<file path="config.mk">
export PLATFORM = sky130hd
export DESIGN_NAME = cmdwin_ctrl
export DESIGN_NICKNAME = d
export VERILOG_FILES = /design/src/rtl/cmdwin_pkg.sv /design/src/rtl/cmdwin_decode.sv /design/src/rtl/cmdwin_irq.sv /design/src/rtl/cmdwin_busy.sv /design/src/rtl/cmdwin_ctrl.sv
export SDC_FILE = /design/constraint.sdc
export NUM_CORES = 1
export LEC_CHECK = 0
export CAP_MARGIN = 25
export CELL_PAD_IN_SITES_DETAIL_PLACEMENT = 0
export CELL_PAD_IN_SITES_GLOBAL_PLACEMENT = 1
export CORE_ASPECT_RATIO = 1.25
export CORE_MARGIN = 4
export CORE_UTILIZATION = 32
export CTS_BUF_LIST = sky130_fd_sc_hd__clkbuf_8 sky130_fd_sc_hd__clkbuf_16
export DETAILED_ROUTE_END_ITERATION = 8
export PLACE_DENSITY = 0.78
export SYNTH_ARGS = -nofsm -noshare
export SYNTH_HDL_FRONTEND = slang
export SYNTH_SLANG_ARGS = --single-unit
</file>
<file path="constraint.sdc">
create_clock -name clk -period 1.98 [get_ports clk]
set_input_delay 0.396 -clock clk [delete_from_list [all_inputs] [get_ports clk]]
set_output_delay 0.396 -clock clk [all_outputs]
set_load 0.05 [all_outputs]
</file>
<file path="src/rtl/cmdwin_pkg.sv">
package cmdwin_pkg;
  localparam int OPC_W = 5;
  localparam int ARG_W = 11;
  localparam int SRC_W = 8;

  typedef enum logic [OPC_W-1:0] {
    OP_WINDOW  = 5'h01,
    OP_COAX    = 5'h02,
    OP_RX_OFF  = 5'h03,
    OP_RX_ON   = 5'h04,
    OP_DISCARD = 5'h08,
    OP_TX_ON   = 5'h09,
    OP_TX_OFF  = 5'h0A,
    OP_TX_RST  = 5'h0B,
    OP_ACK     = 5'h0D,
    OP_IMASK   = 5'h0E,
    OP_RZMASK  = 5'h0F,
    OP_FILTER  = 5'h10,
    OP_THRESH  = 5'h12
  } opcode_e;

  typedef struct packed {
    logic win;
    logic coax;
    logic rx_off;
    logic rx_on;
    logic discard;
    logic tx_on;
    logic tx_off;
    logic tx_rst;
    logic ack;
    logic imask;
    logic rzmask;
    logic filter;
    logic thresh;
    logic [ARG_W-1:0] arg;
  } cmd_t;
endpackage

</file>
<file path="src/rtl/cmdwin_decode.sv">
module cmdwin_decode
  import cmdwin_pkg::*;
#(
  parameter int ADDR_W     = 4,
  parameter int CMD_OFFSET = 14
) (
  input  logic              wr_en,
  input  logic [ADDR_W-1:0] wr_addr,
  input  logic [15:0]       wr_data,
  output cmd_t              cmd
);
  logic hit;
  logic [OPC_W-1:0] opc;

  assign hit = wr_en && (wr_addr == ADDR_W'(CMD_OFFSET));
  assign opc = wr_data[15:11];

  always_comb begin
    cmd     = '0;
    cmd.arg = wr_data[ARG_W-1:0];
    if (hit) begin
      case (opc)
        OP_WINDOW:  cmd.win     = 1'b1;
        OP_COAX:    cmd.coax    = 1'b1;
        OP_RX_OFF:  cmd.rx_off  = 1'b1;
        OP_RX_ON:   cmd.rx_on   = 1'b1;
        OP_DISCARD: cmd.discard = 1'b1;
        OP_TX_ON:   cmd.tx_on   = 1'b1;
        OP_TX_OFF:  cmd.tx_off  = 1'b1;
        OP_TX_RST:  cmd.tx_rst  = 1'b1;
        OP_ACK:     cmd.ack     = 1'b1;
        OP_IMASK:   cmd.imask   = 1'b1;
        OP_RZMASK:  cmd.rzmask  = 1'b1;
        OP_FILTER:  cmd.filter  = 1'b1;
        OP_THRESH:  cmd.thresh  = 1'b1;
        default:    ;
      endcase
    end
  end
endmodule

</file>
<file path="src/rtl/cmdwin_irq.sv">
module cmdwin_irq #(
  parameter int SRC_W = 8
) (
  input  logic             clk,
  input  logic             rst_n,
  input  logic [SRC_W-1:1] ev,
  input  logic             ack,
  input  logic [SRC_W-1:0] ack_bits,
  input  logic             load_mask,
  input  logic [SRC_W-1:0] mask_val,
  output logic [SRC_W-1:1] src,
  output logic             latch,
  output logic [SRC_W-1:0] mask,
  output logic             irq
);
  logic [SRC_W-1:0] clr;
  logic             latch_set;

  assign clr       = ack ? ack_bits : '0;
  assign latch_set = |(ev & mask[SRC_W-1:1]);

  for (genvar i = 1; i < SRC_W; i++) begin : g_src
    always_ff @(posedge clk) begin
      if (!rst_n)     src[i] <= 1'b0;
      else if (ev[i]) src[i] <= 1'b1;
      else if (clr[i]) src[i] <= 1'b0;
    end
  end

  always_ff @(posedge clk) begin
    if (!rst_n) begin
      latch <= 1'b0;
      mask  <= '0;
    end else begin
      if (latch_set)   latch <= 1'b1;
      else if (clr[0]) latch <= 1'b0;
      if (load_mask)   mask  <= mask_val;
    end
  end

  assign irq = latch && |(src & mask[SRC_W-1:1]);
endmodule

</file>
<file path="src/rtl/cmdwin_busy.sv">
module cmdwin_busy #(
  parameter int CYCLES = 4
) (
  input  logic clk,
  input  logic rst_n,
  input  logic start,
  output logic busy
);
  localparam int CW = $clog2(CYCLES + 1);
  logic [CW-1:0] cnt;

  always_ff @(posedge clk) begin
    if (!rst_n)          cnt <= '0;
    else if (start)      cnt <= CW'(CYCLES);
    else if (cnt != '0)  cnt <= cnt - 1'b1;
  end

  assign busy = (cnt != '0);
endmodule

</file>
<file path="src/rtl/cmdwin_ctrl.sv">
module cmdwin_ctrl
  import cmdwin_pkg::*;
#(
  parameter int DISCARD_CYCLES = 4,
  parameter int CMD_OFFSET     = 14
) (
  input  logic        clk,
  input  logic        rst_n,
  input  logic        wr_en,
  input  logic [3:0]  wr_addr,
  input  logic [15:0] wr_data,
  input  logic        ev_rx_done,
  input  logic        ev_tx_done,
  input  logic        ev_tx_room,
  output logic [15:0] status_o,
  output logic [2:0]  window_o,
  output logic        rx_en_o,
  output logic        tx_en_o,
  output logic [3:0]  filter_o,
  output logic [10:0] tx_thresh_o,
  output logic        coax_start_o,
  output logic        tx_reset_o,
  output logic        rx_discard_o,
  output logic        irq_o
);
  localparam int WIN_W = 3;
  localparam int FLT_W = 4;

  cmd_t             cmd;
  logic [SRC_W-1:1] ev_vec;
  logic [SRC_W-1:1] src_w;
  logic             latch_w;
  logic [SRC_W-1:0] imask_w;
  logic [SRC_W-1:0] rzmask_q;
  logic             busy_w;

  cmdwin_decode #(.ADDR_W(4), .CMD_OFFSET(CMD_OFFSET)) u_dec (
    .wr_en(wr_en), .wr_addr(wr_addr), .wr_data(wr_data), .cmd(cmd)
  );

  always_comb begin
    ev_vec    = '0;
    ev_vec[2] = ev_tx_done;
    ev_vec[3] = ev_tx_room;
    ev_vec[4] = ev_rx_done;
  end

  cmdwin_irq #(.SRC_W(SRC_W)) u_irq (
    .clk(clk), .rst_n(rst_n), .ev(ev_vec),
    .ack(cmd.ack), .ack_bits(cmd.arg[SRC_W-1:0]),
    .load_mask(cmd.imask), .mask_val(cmd.arg[SRC_W-1:0]),
    .src(src_w), .latch(latch_w), .mask(imask_w), .irq(irq_o)
  );

  cmdwin_busy #(.CYCLES(DISCARD_CYCLES)) u_busy (
    .clk(clk), .rst_n(rst_n), .start(cmd.discard), .busy(busy_w)
  );

  always_ff @(posedge clk) begin
    if (!rst_n) begin
      window_o     <= '0;
      rx_en_o      <= 1'b0;
      tx_en_o      <= 1'b0;
      filter_o     <= '0;
      tx_thresh_o  <= '1;
      rzmask_q     <= '1;
      coax_start_o <= 1'b0;
      tx_reset_o   <= 1'b0;
      rx_discard_o <= 1'b0;
    end else begin
      coax_start_o <= cmd.coax;
      tx_reset_o   <= cmd.tx_rst;
      rx_discard_o <= cmd.discard;
      if (cmd.win)    window_o    <= cmd.arg[WIN_W-1:0];
      if (cmd.rx_on)  rx_en_o     <= 1'b1;
      if (cmd.rx_off) rx_en_o     <= 1'b0;
      if (cmd.tx_on)  tx_en_o     <= 1'b1;
      if (cmd.tx_off || cmd.tx_rst) tx_en_o <= 1'b0;
      if (cmd.filter) filter_o    <= cmd.arg[FLT_W-1:0];
      if (cmd.thresh) tx_thresh_o <= cmd.arg;
      if (cmd.rzmask) rzmask_q    <= cmd.arg[SRC_W-1:0];
    end
  end

  assign status_o = {window_o, busy_w, 4'b0000, ({src_w, latch_w} & rzmask_q)};
endmodule

</file>
==> results of run 1 <==
## area by class of cell
cell class	instances	area (um^2)	share of cell area
multi-input combinational	122	826	0.331
sequential	37	741	0.297
timing repair buffer	77	718	0.288
tap	62	77.6	0.0311
clock buffer	5	68.8	0.0276
inverter	14	52.6	0.0210
clock inverter	3	13.8	0.00551
## how the worst max path moves through the flow
stage                             start                          end  slack [ps]  depth (start not counted)
6_report       window_o[2]$_SDFFE_PN0P_                  window_o[2]         110                          1
5_1_grt        window_o[2]$_SDFFE_PN0P_                  window_o[2]          80                          1
4_1_cts        window_o[2]$_SDFFE_PN0P_                  window_o[2]          90                          1
3_5_place_dp                wr_data[14]     window_o[1]$_SDFFE_PN0P_          -8                          5
3_3_place_gp                wr_data[14]     window_o[0]$_SDFFE_PN0P_          -9                          5
2_1_floorplan               wr_data[14]  tx_thresh_o[1]$_SDFFE_PN1P_         400                          4
## per-stage QoR
step                area [um^2]  hold slack, ps  setup WS (ps)  power (W)  setup TNS [ps]
finish                     2500             456            114    0.00169               0
global route               2500             484           75.3    0.00179               0
CTS                        2500             462           91.6    0.00172               0
detailed placement         2410             451          -7.51    0.00122           -14.1
global placement           2410             443          -8.93    0.00122           -22.5
floorplan                  1740             446            396    0.00107               0
## logic make-up (layout without fill, tap and decap cells)
kind of cell | after synthesis | in the layout | synth area share
xor+xnor | 1 | 1 | 0.00511
buf+inv | 34 | 99 | 0.101
fa+ha+maj | 3 | 3 | 0.0219
simple gates | 62 | 62 | 0.209
compound gates | 30 | 30 | 0.123
mux | 18 | 18 | 0.105
flops | 37 | 37 | 0.432
other cells | 1 | 8 | 0.00219
## Yosys cell counts (all sizes together) (2+ instances only)
| library cell | count | area [um^2] |
|---|---|---|
| nand2b | 2 | 12.5 |
| ha | 3 | 37.5 |
| nor3b | 3 | 22.5 |
| a211o | 2 | 17.5 |
| dfxtp | 37 | 741 |
| nor2 | 13 | 48.8 |
| nand4bb | 2 | 22.5 |
| inv | 13 | 48.8 |
| nand3 | 2 | 10.0 |
| clkbuf | 6 | 22.5 |
| and3 | 2 | 12.5 |
| o31ai | 6 | 45.0 |
| a21oi | 5 | 25.0 |
| buf | 14 | 98.8 |
| nor4 | 5 | 37.5 |
| o21ai | 5 | 25.0 |
| nor3 | 3 | 20.0 |
| mux2i | 18 | 180 |
| or3 | 2 | 12.5 |
| and2 | 4 | 25.0 |
| nand4b | 2 | 32.5 |
| a222oi | 2 | 20.0 |
| o211ai | 6 | 45.0 |
| nand2 | 18 | 67.6 |
## power by group through the flow
stage / clock network, W / registers [W] / logic (W)
global route: 0.000546 / 0.000779 / 0.000467
CTS: 0.000516 / 0.000778 / 0.000430
detailed placement: 0 / 0.000795 / 0.000427
global placement: 0 / 0.000795 / 0.000420
floorplan: 0 / 0.000794 / 0.000274
finish: 0.000490 / 0.000778 / 0.000425
## per-layer routing
metal	vias up	wire length, um
met5	-	0
met4	0	90
met3	5	256
met2	50	2060
met1	699	1840
li1	775	-
## sequential cells by signal, indices dropped and copies added, names as in the netlist
| signal | cells |
|---|---|
| coax_start_o | 1 |
| filter_o | 4 |
| rx_discard_o | 1 |
| rx_en_o | 1 |
| rzmask_q | 4 |
| tx_en_o | 1 |
| tx_reset_o | 1 |
| tx_thresh_o | 11 |
| u_busy.cnt | 3 |
| u_irq.latch | 1 |
| u_irq.mask | 3 |
| u_irq.src | 3 |
| window_o | 3 |
==> flow_summary.toml, run 1 <==
[die]
start_util = 0.333
ioPinCount = 66
dieArea_um2 = 6600
core_area_um2 = 5150
num_rows = 29
fp.dieW_um = 73.5
die_h_um = 89.8

[global_route]
grt_use_total = 0.133
use_met3 = 0.0301
grt.busiest_layer = "met2"
antenna_found_initial = 0
grt_pass1_wl_um = 6870
use_met2 = 0.205
first_global_vias = 1434
grt-ovfl-total = 0
grt_start_max_net_pins = 23
grt_use_met1 = 0.173

[worst_setup_path]
crit_type = "flip-flop to primary output"
r2r_cells = 6
end_kind = "primary output"
required_ps = 1580
r2r_setup_slack_ps = 660
cpPeakStageDelay_ps = 820
crit_slowest_cell = "clkdlybuf4s50_1"
start_kind = "flip-flop"
critPathBufInv = 1
r2r-start = "u_busy.cnt[0]$_SDFFE_PP0P_"
path_cells = "clkdlybuf4s50_1"
path_max_fanout = 3
reg2reg_to = "u_busy.cnt[1]$_SDFFE_PP0P_"
crit_family = "buffers and inverters"
crit_arrival_ps = 1470

[layout]
layout.cells.non_filler = 320
n_antenna_cell = 0
drive_gt1_frac = 0.143
area_growth_pct = 45.7
final_cell_mix = "clkdlybuf4s50_1 (51), dfxtp_1 (37), buf_4 (25)"
fin_util = 0.485
n_fill_cell = 530
final_common_cell = "clkdlybuf4s50_1"
nNetsFinal = 286

[clocking]
path_clk_slew_ps = 70
post_cts_resized = 0
postCtsSetupBuffers = 0
cts-root-buf = "clkbuf_8"
cts_tree = "yes"
hold_buffers = 0
clk_latency_ps = 280
clock-sinks = 37
numCtsBuffers = 5
h-tree-depth = 2
clockBufferDepth = 2

[logic_synthesis]
synth.ff_latch_count = 37
synth_edf_count = 0
synthDistinctLibCells = 40
yosys_warnings = 0
synth_area_per_cell_um2 = 9.22
synthFlopType = "dfxtp_1"
synth_cells = 186
async_reset_ff_frac = 0
yosysSeqAreaShare = 0.432
syn_area_um2 = 1710

[power_and_ir_drop]
sw_frac_of_total = 0.294
combPwrFrac = 0.251
p_int_w = 0.00120
ir_drop_uv = 382
leakagePower_nw = 1.01
powerDensity_nw_per_um2 = 678
p_seq_frac = 0.460
power.share.clock = 0.289
power.switching_w = 0.000498

[drt]
ant_nets = 0
route.detailed.drc = 0
vias_per_cell = 4.78
num_vias = 1529
dr.pass1.iters = 4
initialDrtViolationCount = 89
wire_per_inst_um = 13.3
wl_um = 4250

[worst_hold_path]
min_to = "filter_o[3]$_SDFFE_PN0P_"
worstHoldStart = "filter_o[3]$_SDFFE_PN0P_"
worstHoldPathCells = 2
min_path_type = "flip-flop to flip-flop"

[timing]
rsz0062_at_grt = "false"
slew_headroom = 0.642
period_share = 0.942
period_minus_slack_ps = 1870
final_hold_viol_count = 0
setup_viol = 0
max_freq_mhz = 536
worst_slew_pin_slew_ps = 536
fin_worst_skew_ps = 2.17
report.final.slew_viol_count = 0

[place]
io_buffer_count = 57
numPlacedInstances = 312
place_congestion = 0.782
place_hpwl_um = 3270

[run_status]
status = "complete, no violations"

[flow_run]
drv_cap = 0
No activity file was read; power rests on OpenSTA's default activity.
==> inputs of run 2 (changes only) <==
--- a/config.mk
+++ b/config.mk
@@ -13,6 +13,7 @@
 export CORE_UTILIZATION = 32
 export CTS_BUF_LIST = sky130_fd_sc_hd__clkbuf_8 sky130_fd_sc_hd__clkbuf_16
 export DETAILED_ROUTE_END_ITERATION = 8
+export GPL_ROUTABILITY_DRIVEN = 0
 export PLACE_DENSITY = 0.78
 export SYNTH_ARGS = -nofsm -noshare
 export SYNTH_HDL_FRONTEND = slang
==> results of run 2 <==
Final layout, timing and power as in run 1 (identical DEF).
==> inputs of run 3 (changes only) <==
--- a/config.mk
+++ b/config.mk
@@ -10,11 +10,11 @@
 export CELL_PAD_IN_SITES_GLOBAL_PLACEMENT = 1
 export CORE_ASPECT_RATIO = 1.25
 export CORE_MARGIN = 4
-export CORE_UTILIZATION = 32
-export CTS_BUF_LIST = sky130_fd_sc_hd__clkbuf_8 sky130_fd_sc_hd__clkbuf_16
+export CORE_UTILIZATION = 33
+export CTS_BUF_LIST = sky130_fd_sc_hd__clkbuf_4
 export DETAILED_ROUTE_END_ITERATION = 8
 export GPL_ROUTABILITY_DRIVEN = 0
-export PLACE_DENSITY = 0.78
+export PLACE_DENSITY = 0.8
 export SYNTH_ARGS = -nofsm -noshare
 export SYNTH_HDL_FRONTEND = slang
 export SYNTH_SLANG_ARGS = --single-unit
==> run 3 against run 2 <==
  * Utilization is 1.1 points higher
  * Wire length down 0.54%
  * Sequential share of layout area hardly changed
  * Design area about the same
  * Via count down 0.33%
==> flow_summary.toml, run 3 (same netlist as run 1, synthesis figures left out) <==
[run_status]
status = "complete, no violations"

[die]
dieArea_um2 = 6420
num_rows = 29
core_area_um2 = 5040
fp.dieW_um = 72.5
die_h_um = 88.6
ioPinCount = 66
start_util = 0.340

[layout]
nNetsFinal = 290
drive_gt1_frac = 0.153
area_growth_pct = 45.8
n_fill_cell = 510
final_common_cell = "clkdlybuf4s50_1"
layout.cells.non_filler = 323
largest_reg_flops = 11
final_cell_mix = "clkdlybuf4s50_1 (49), dfxtp_1 (37), buf_4 (29)"
reg.largest.list = "tx_thresh_o (11), filter_o (4), rzmask_q (4)"
n_antenna_cell = 0
top_register = "tx_thresh_o"

[timing]
final_hold_viol_count = 0
report.final.slew_viol_count = 0
fin_worst_skew_ps = 0.444
worst_slew_pin_slew_ps = 522
setup_viol = 0
rsz0062_at_grt = "false"
hold_ws_ps = 463
slew_headroom = 0.651
max_freq_mhz = 523
period_minus_slack_ps = 1910
period_share = 0.965

[clocking]
cts-root-buf = "clkbuf_4"
clk_latency_ps = 320
hold_buffers = 0
cts_tree = "yes"
numCtsBuffers = 5
post_cts_resized = 0
clock-sinks = 37
h-tree-depth = 2
postCtsSetupBuffers = 0
path_clk_slew_ps = 100
clockBufferDepth = 2

[worst_setup_path]
required_ps = 1580
crit_type = "flip-flop to primary output"
crit_family = "buffers and inverters"
critPathBufInv = 1
r2r-start = "u_busy.cnt[0]$_SDFFE_PP0P_"
r2r_setup_slack_ps = 680
reg2reg_to = "u_busy.cnt[1]$_SDFFE_PP0P_"
path_cells = "clkdlybuf4s50_1"
crit_slowest_cell = "clkdlybuf4s50_1"
end_kind = "primary output"
path_max_fanout = 3
start_kind = "flip-flop"
cpPeakStageDelay_ps = 810
crit_arrival_ps = 1520
r2r_cells = 6

[power_and_ir_drop]
combPwrFrac = 0.270
ir_drop_uv = 435
power.share.clock = 0.235
p_seq_frac = 0.495
powerDensity_nw_per_um2 = 630
sw_frac_of_total = 0.299
power.switching_w = 0.000470
p_int_w = 0.00110
leakagePower_nw = 1.05

[place]
io_buffer_count = 57
numPlacedInstances = 316
place_hpwl_um = 3310

[flow_run]
drv_cap = 0

[worst_hold_path]
worstHoldStart = "filter_o[3]$_SDFFE_PN0P_"
worstHoldPathCells = 2
min_to = "filter_o[3]$_SDFFE_PN0P_"
min_path_type = "flip-flop to flip-flop"

[drt]
ant_nets = 0
wire_per_inst_um = 13.1
vias_per_cell = 4.72
dr.pass1.iters = 5
initialDrtViolationCount = 99
route.detailed.drc = 0
top_layer = "met4"
dr_wl_met3_um = 293
wl_met1_um = 1760
wl_um = 4230
dr_wl_met2_um = 2110
num_vias = 1524

[global_route]
first_global_vias = 1509
grt_start_max_net_pins = 21
grt_use_total = 0.138
grt_pass1_wl_um = 6900
grt-ovfl-total = 0
antenna_found_initial = 0
run 3: cell types whose count changed in the layout (fill, tap and decap cells not counted):
cell,before,now
buf_4,25,29
clkbuf_4,0,6
clkbuf_8,5,0
clkdlybuf4s50_1,51,49
clkinv_1,1,2
clkinv_2,2,0
dlymetal6s2s_1,0,2
inv_1,14,13
run 3: worst max-delay path by stage:
stage                             start                          end  slack, ps  cells past startpoint
5_1_grt        window_o[0]$_SDFFE_PN0P_                 status_o[13]          3                      1
6_report       window_o[2]$_SDFFE_PN0P_                  window_o[2]         70                      1
3_3_place_gp                 wr_addr[0]  tx_thresh_o[0]$_SDFFE_PN1P_         20                      5
3_5_place_dp                 wr_addr[0]  tx_thresh_o[8]$_SDFFE_PN1P_       -0.5                      6
2_1_floorplan               wr_data[14]  tx_thresh_o[1]$_SDFFE_PN1P_        400                      4
4_1_cts        window_o[0]$_SDFFE_PN0P_                 status_o[13]         30                      1
run 3: layer usage:
metal  up-vias  GRT usage
met3         7     0.0273
li1        784          -
met2        49      0.238
met4         0     0.0654
met5         -          0
met1       684      0.163
run 3: stage by stage:
| stage | cell area (um^2) | util | power [W] | TNS (ps) | setup slack, ps |
|---|---|---|---|---|---|
| 3_3_place_gp | 2440 | 0.485 | 0.00122 | 0 | 24.6 |
| 6_report | 2500 | 0.495 | 0.00157 | 0 | 68.8 |
| 2_1_floorplan | 1740 | - | 0.00107 | 0 | 396 |
| 4_1_cts | 2490 | 0.494 | 0.00159 | 0 | 31.9 |
| 3_5_place_dp | 2440 | 0.485 | 0.00122 | -0.913 | -0.529 |
| 5_1_grt | 2500 | 0.495 | 0.00166 | 0 | 3.16 |
run 3: area by class of cell:
| class | instances | area [um^2] | area share |
|---|---|---|---|
| multi-input cells | 122 | 826 | 0.330 |
| repair buffers | 81 | 753 | 0.301 |
| well taps | 62 | 77.6 | 0.0310 |
| clock buffers | 6 | 45.0 | 0.0180 |
| inverters | 14 | 52.6 | 0.0210 |
| flip-flops and latches | 37 | 741 | 0.296 |
| clock inverters | 1 | 3.75 | 0.00150 |
run 3: power groups by stage:
stage	clock, W	sequential (W)	combinational [W]
after floorplan	0	0.000794	0.000274
after global placement	0	0.000795	0.000424
after detailed placement	0	0.000795	0.000426
after CTS	0.000385	0.000778	0.000428
after global routing	0.000417	0.000783	0.000457
final	0.000370	0.000778	0.000425
